==> src/rtl/seg_conv_pkg.sv <==
package seg_conv_pkg;

  localparam int WORD_W = 4;
  localparam int SEL_W  = 3;
  localparam int SEG_W  = 7;

  typedef enum logic [SEL_W-1:0] {
    CODE_BIN  = 3'd0,
    CODE_CBIN = 3'd1,
    CODE_BCD  = 3'd2,
    CODE_CBCD = 3'd3,
    CODE_GRAY = 3'd4,
    CODE_XS3  = 3'd5,
    CODE_RSV6 = 3'd6,
    CODE_RSV7 = 3'd7
  } code_e;

  typedef struct packed {
    logic              valid;
    logic [WORD_W-1:0] value;
  } symbol_t;

  localparam logic [WORD_W-1:0] DEC_MAX  = 4'd9;
  localparam logic [WORD_W-1:0] XS3_BIAS = 4'd3;

endpackage

==> src/rtl/seg_code_unpack.sv <==
module seg_code_unpack
  import seg_conv_pkg::*;
#(
  parameter int W = WORD_W
) (
  input  logic [W-1:0]     word_i,
  input  logic [SEL_W-1:0] code_i,
  output symbol_t          sym_o
);

  localparam logic [W-1:0] BIAS = W'(XS3_BIAS);
  localparam logic [W-1:0] XS3_TOP = W'(DEC_MAX) + BIAS;

  logic [W-1:0] inv_word;
  logic [W-1:0] gray_bin;
  logic [W-1:0] xs3_diff;

  assign inv_word = ~word_i;
  assign xs3_diff = word_i - BIAS;

  // Gray to binary: each bit is the XOR of itself and all higher Gray bits
  assign gray_bin[W-1] = word_i[W-1];
  generate
    for (genvar gi = W - 2; gi >= 0; gi--) begin : g_gray
      assign gray_bin[gi] = gray_bin[gi+1] ^ word_i[gi];
    end
  endgenerate

  always_comb begin
    sym_o = '{valid: 1'b0, value: '0};
    unique case (code_e'(code_i))
      CODE_BIN: begin
        sym_o.valid = 1'b1;
        sym_o.value = word_i;
      end
      CODE_CBIN: begin
        sym_o.valid = 1'b1;
        sym_o.value = inv_word;
      end
      CODE_BCD: begin
        sym_o.valid = (word_i <= W'(DEC_MAX));
        sym_o.value = word_i;
      end
      CODE_CBCD: begin
        sym_o.valid = (inv_word <= W'(DEC_MAX));
        sym_o.value = inv_word;
      end
      CODE_GRAY: begin
        sym_o.valid = 1'b1;
        sym_o.value = gray_bin;
      end
      CODE_XS3: begin
        sym_o.valid = (word_i >= BIAS) && (word_i <= XS3_TOP);
        sym_o.value = xs3_diff;
      end
      default: begin
        sym_o.valid = 1'b0;
        sym_o.value = '0;
      end
    endcase
  end

endmodule

==> src/rtl/seg_glyph_rom.sv <==
module seg_glyph_rom
  import seg_conv_pkg::*;
(
  input  symbol_t          sym_i,
  output logic [SEG_W-1:0] lit_o
);

  logic [SEG_W-1:0] shape;

  // bit 6 = a ... bit 0 = g, 1 = segment lit
  always_comb begin
    unique case (sym_i.value)
      4'h0: shape = 7'h7E;
      4'h1: shape = 7'h30;
      4'h2: shape = 7'h6D;
      4'h3: shape = 7'h79;
      4'h4: shape = 7'h33;
      4'h5: shape = 7'h5B;
      4'h6: shape = 7'h5F;
      4'h7: shape = 7'h70;
      4'h8: shape = 7'h7F;
      4'h9: shape = 7'h7B;
      4'hA: shape = 7'h77;
      4'hB: shape = 7'h1F;
      4'hC: shape = 7'h4E;
      4'hD: shape = 7'h3D;
      4'hE: shape = 7'h4F;
      default: shape = 7'h47;
    endcase
  end

  assign lit_o = sym_i.valid ? shape : '0;

endmodule

==> src/rtl/seg_drive_stage.sv <==
module seg_drive_stage
  import seg_conv_pkg::*;
#(
  parameter bit REG_OUT = 1'b1,
  parameter int N       = SEG_W
) (
  input  logic         clk,
  input  logic         rst_n,
  input  logic [N-1:0] lit_i,
  input  logic         active_low_i,
  output logic [N-1:0] seg_o
);

  logic [N-1:0] lit_view;

  generate
    if (REG_OUT) begin : g_reg
      logic [N-1:0] lit_q;
      logic [N-1:0] lit_d;
      logic         load_en;

      assign load_en = 1'b1;

      always_comb begin
        lit_d = lit_q;
        if (load_en) lit_d = lit_i;
      end

      always_ff @(posedge clk or negedge rst_n) begin
        if (!rst_n) lit_q <= '0;
        else        lit_q <= lit_d;
      end

      assign lit_view = lit_q;
    end else begin : g_comb
      assign lit_view = lit_i;
    end
  endgenerate

  // Polarity sits after the register so a blank reset state honours it at once
  assign seg_o = lit_view ^ {N{active_low_i}};

endmodule

==> src/rtl/multicode_seg_decoder.sv <==
module multicode_seg_decoder
  import seg_conv_pkg::*;
#(
  parameter bit REG_OUT = 1'b1
) (
  input  logic              clk,
  input  logic              rst_n,
  input  logic [WORD_W-1:0] din,
  input  logic [SEL_W-1:0]  code_sel,
  input  logic              active_low,
  output logic [SEG_W-1:0]  seg
);

  symbol_t          sym;
  logic [SEG_W-1:0] lit;

  seg_code_unpack #(.W(WORD_W)) u_unpack (
    .word_i (din),
    .code_i (code_sel),
    .sym_o  (sym)
  );

  seg_glyph_rom u_glyph (
    .sym_i (sym),
    .lit_o (lit)
  );

  seg_drive_stage #(.REG_OUT(REG_OUT), .N(SEG_W)) u_drive (
    .clk          (clk),
    .rst_n        (rst_n),
    .lit_i        (lit),
    .active_low_i (active_low),
    .seg_o        (seg)
  );

endmodule

==> config.mk <==
export PLATFORM = sky130hd
export DESIGN_NAME = multicode_seg_decoder
export DESIGN_NICKNAME = d
export VERILOG_FILES = /design/src/rtl/seg_conv_pkg.sv /design/src/rtl/seg_code_unpack.sv /design/src/rtl/seg_glyph_rom.sv /design/src/rtl/seg_drive_stage.sv /design/src/rtl/multicode_seg_decoder.sv
export SDC_FILE = /design/constraint.sdc
export NUM_CORES = 1
export LEC_CHECK = 0
export ABC_AREA = 1
export BUFFER_PORTS_ARGS = -buffer_cell sky130_fd_sc_hd__buf_4
export CORE_MARGIN = 5
export CORE_UTILIZATION = 50
export CTS_BUF_LIST = sky130_fd_sc_hd__clkbuf_8
export CTS_CLUSTER_SIZE = 24
export DETAILED_ROUTE_END_ITERATION = 8
export PLACE_DENSITY_LB_ADDON = 0.05
export REMOVE_ABC_BUFFERS = 1
export SYNTH_ARGS = -nofsm -noshare
export SYNTH_HDL_FRONTEND = slang
export SYNTH_SLANG_ARGS = --single-unit
export TNS_END_PERCENT = 30
==> constraint.sdc <==
create_clock -name clk -period 0.8 [get_ports clk]
set_input_delay 0.04 -clock clk [delete_from_list [all_inputs] [get_ports clk]]
set_output_delay 0.04 -clock clk [all_outputs]
set_load 0.03 [all_outputs]
Word-level counts from Yosys, hierarchy flattened:

Memory sizes are Yosys's and may differ from the RTL's.
Index checks and enable logic that the tools add are counted.

* mux-type cells: 2
* eq/ne operators: 5
* reductions and logical operators: 2
* add/subtract/negate cells: 1
* bitwise operators: 5
* $lt $le $gt $ge: 4

Operators by type and width (number)
* 5-bit case mux with 6 select lines: 1
* 4-bit less-or-equal comparator (second input constant): 3
* 7-bit two-way mux: 1
* 7-bit bitwise XOR: 1
* 3-bit by 2-bit equality test with 1-bit output (second input constant): 2
* 3-bit equality test (second input constant): 2
* 4-bit by 2-bit >= comparator with 1-bit output (second input constant): 1
* 4-bit inverter: 1
* 4-bit by 2-bit subtractor with 4-bit output (second input constant): 1
* 3-bit by 1-bit equality test with 1-bit output (second input constant): 1
* 3-bit logical NOT: 1
* 1-bit bitwise XOR: 3
* 1-bit logical AND: 1

* logic and storage cells: 21
* register bits after elaboration: 7
* memories: 1
* bits in read-only memories: 112
* output and inout port bits: 7

Memories
* (no name shown): words 16, width 7, rd ports 1, clocked after memory_dff 0, write ports 0, line seg_glyph_rom.sv:12 `unique case (sym_i.value)`

Longest topological paths before layout:

An unclocked memory read counts as a cell.

* depth after elaboration: 6
* depth in mapped cells: 13

Hierarchy:

A second synthesis with hierarchy kept.

* cell total of the unflattened synthesis: 160
* area total of the unflattened synthesis: 985.9 um2

Modules (own cells, without submodules)
* seg_code_unpack: sequential area each 0.0 um2, cells an instance 72, area an instance 394.1 um2, times used 1
* seg_glyph_rom: sequential area each 0.0 um2, cells an instance 51, area an instance 296.5 um2, times used 1
* seg_drive_stage: sequential area each 175.2 um2, cells an instance 37, area an instance 295.3 um2, times used 1

Worst setup path before layout:

OpenSTA, ideal clock, no wires.

* path kind: input port to flip-flop
* from: input port din[2]
* to: register u_drive.g_reg.lit_q[3]
* required time: 0.681 ns
* setup slack: -0.787 ns
* arrival: 1.468 ns
* stages on the path: 13
* path buffers: 0
* setup time: 0.119 ns
* cell sequence: inv_1 -> ha_1 -> inv_1 -> nand2_1 -> nand2_1 -> nand2_2 -> nand2_1 -> nand3_2 -> ha_1 -> nand2_1 -> nand2_4 -> o21ai_2 -> nor2_1

* longest elaborated chain between the ends: 6
* elaborated cells on any way between the ends: 13

RTL lines
* start, declared: line multicode_seg_decoder.sv:8 `input logic [WORD_W-1:0] din,`
* branches (longest 3 deep; another with 4-bit by 2-bit subtractor with 4-bit output)
* 5-bit case mux with 6 select lines *: line seg_code_unpack.sv:31 `unique case (code_e'(code_i))`
* memory read 16 x 7 bit
* 7-bit two-way mux *: line seg_glyph_rom.sv:32 `assign lit_o = sym_i.valid ? shape : '0;`
* net lit[3]: line multicode_seg_decoder.sv:15 `logic [SEG_W-1:0] lit;`
* end signal, assigned: line seg_drive_stage.sv:31 `else lit_q <= lit_d;`
* end, declared: line seg_drive_stage.sv:18 `logic [N-1:0] lit_q;`

Mark *: on every way through the listed nets, which the timed path passes.

Worst setup path after layout:

* from: input port din[3]
* to: register u_drive.g_reg.lit_q[6]

Same word-level chain as after synthesis.

==> flow_metrics.tcl <==
set metrics [dict create \
    syn_avg_cell_area_um2 6.970 \
    numPlacedInstances 206 \
    die_w_um 54.49 \
    rsz0062_at_grt "yes" \
    gr-total-overflow 0 \
    cp_slowest_cell "ha_4" \
    via_count 1038 \
    drt_iter0_markers 32 \
    vdd_ir_drop_max_uv 979.6 \
    grt_use_total 0.1961 \
    post-route-period-util 1.707 \
    end_kind "register" \
    crit_fanout 5 \
    synth_cell_type_count 26 \
    fin_nets 213 \
    p_leak_nw 0.7813 \
    cts_tree "built" \
    synth_seq_area_share 0.1770 \
    antenna_cells 0 \
    drtAntennaViolNets 0 \
    crit_type "in -> reg" \
    fp.dieH_um 54.49 \
    row_count 16 \
    largest_registers "u_drive.g_reg.lit_q: 7 flops" \
    post_drt_wl_per_cell_um 12.59 \
    p_per_area_nw_per_um2 1306 \
    portBuffers 16 \
    status "finished, violations left" \
    maxCapViolCount 0 \
    grtUsageMet2 0.3486 \
    synth_area_um2 989.7 \
    antenna_found_initial 0 \
    clockBufferDepth 2 \
    cts-root-buf "clkbuf_8" \
    mostFrequentLayoutCells "buf_4, nand2_1, nor2_1" \
    setup_violations 14 \
    largest_register "u_drive.g_reg.lit_q" \
    start_util 0.5150 \
    worstSetupStartpointType "input port" \
    max_slew_margin 0.7909 \
    postSynthCellCount 142 \
    routed_wl_mm 2.681 \
    htreeDepth 1 \
    grt_pass1_vias 975 \
    numCtsBuffers 3 \
    ys_ff_latch 7 \
    critPathLaunch "din[3]" \
    dp_slack_ns -0.9114 \
    drc 0 \
    busiest_layer "met2" \
    fmax_mhz 732.3 \
    hp-class "in -> async" \
    mostFrequentLayoutCell "buf_4" \
    cts_sinks 7 \
    grt_max_degree 9 \
    grt_pass1_wl_mm 4.222 \
    critical-path-max-stage-delay_ns 0.27 \
    routed_via_density 4.873 \
    drv_slew 0 \
    timing.hold.ws_ns 0.1860 \
    hpwl_mm 1.990 \
    finalHoldViolations 0 \
    worstPathRequired_ns 0.91 \
    synthToLayoutAreaGrowth_pct 55.50 \
    die_area_um2 2969 \
    use_met3 0.03542 \
    core_um2 1922 \
    clk_pin_slew_ns 0.04 \
    instances_no_fill 213 \
    worst_slack_ns -0.5656 \
    largest_reg_flops 7 \
    ioPinCount 17 \
    post-route-min-period_ns 1.366 \
    cpMostUsedCell "nand2_2" \
    gp_congestion 0.8594 \
    violations "setup timing" \
    ys_warn_count 0 \
    grt_use_met1 0.2409 \
    drive_gt1_frac 0.4570 \
    tns_ns -4.578 \
    worst-endpoint-arrival_ns 1.47 \
    path_cells "buf_8 > inv_4 > ha_4 > inv_2 > nand2_2 > nand2_2 > nand2_2 > nand2_2 > nor2_4 > buf_4 > ha_4 > nand3_1 > nand3_1 > nor2_1" \
    first_pass_iters 4 \
    tightest_slew_ns 0.3127 \
]
layer usage:
layer	up-vias	wire (um)
met5	-	0
met4	0	24
met3	2	86
met2	27	1357
met1	470	1212
li1	539	-
layout make-up:
class,count,area [um2]
multi-input cells,115,848.3
repair buffers,42,356.6
flip-flops and latches,7,175.2
fillers,138,382.9
well taps,27,33.78
clock inverters,1,3.754
inverters,18,80.08
clock buffers,3,41.29
final timing paths:
path	to	slack (ns)
min in group clk	u_drive.g_reg.lit_q[5]	0.39
max in group asynchronous	u_drive.g_reg.lit_q[5]	0.49
hold / removal	u_drive.g_reg.lit_q[6]	0.19
setup / recovery	u_drive.g_reg.lit_q[6]	-0.57
stage by stage:
stage | total power [mW] | util | cell area (um2)
final | 2.010 | 0.8008 | 1539
after detailed placement | 1.366 | 0.6836 | 1314
after floorplan | 0.9796 | - | 974.7
after global placement | 1.345 | 0.6836 | 1314
after global routing | 2.137 | 0.8008 | 1539
after CTS | 1.916 | 0.7520 | 1445
power by group:
| part | total, mW | internal, mW | leakage, nW | switching, mW |
|---|---|---|---|---|
| clock network | 0.468 | 0.330 | 0.0269 | 0.138 |
| registers | 0.434 | 0.409 | 0.0859 | 0.0241 |
| logic | 1.11 | 0.469 | 0.669 | 0.639 |
| total | 2.01 | 1.21 | 0.781 | 0.801 |
cell families after synthesis:
logic type | count (synthesis) | share of synthesized area
AO/OA/AOI/OAI | 19 | 0.1163
XOR/XNOR | 7 | 0.06195
adder cells (fa/ha/maj) | 16 | 0.2023
buffers and inverters | 20 | 0.08597
flip-flops | 7 | 0.1770
AND/OR/NAND/NOR | 73 | 0.3565
timing repair:
action | CTS | global route
hold endpoints to repair | 7 | 0
setup endpoints to repair | 14 | 14
pin swaps | 13 | 13
gates resized for setup | 21 | 21
setup buffers | 0 | 2
hold buffers | 1 | 0
Yosys cell counts (all sizes together):
master,n,share of area
a21oi,10,0.054
buf,1,0.011
clkbuf,1,0.0038
dfrtp,7,0.18
ha,16,0.20
inv,18,0.071
nand2,41,0.17
nand3,8,0.051
nand4,2,0.019
nor2,18,0.094
nor3,4,0.020
o21ai,8,0.056
o22ai,1,0.0063
xor2,7,0.062
worst max-delay path, delay by kind of cell:
kind,cells,cell delay [ns]
simple gates,8,0.72
fa+ha+maj,2,0.41
buf+inv,4,0.30
(Power assumes the default switching activity.)
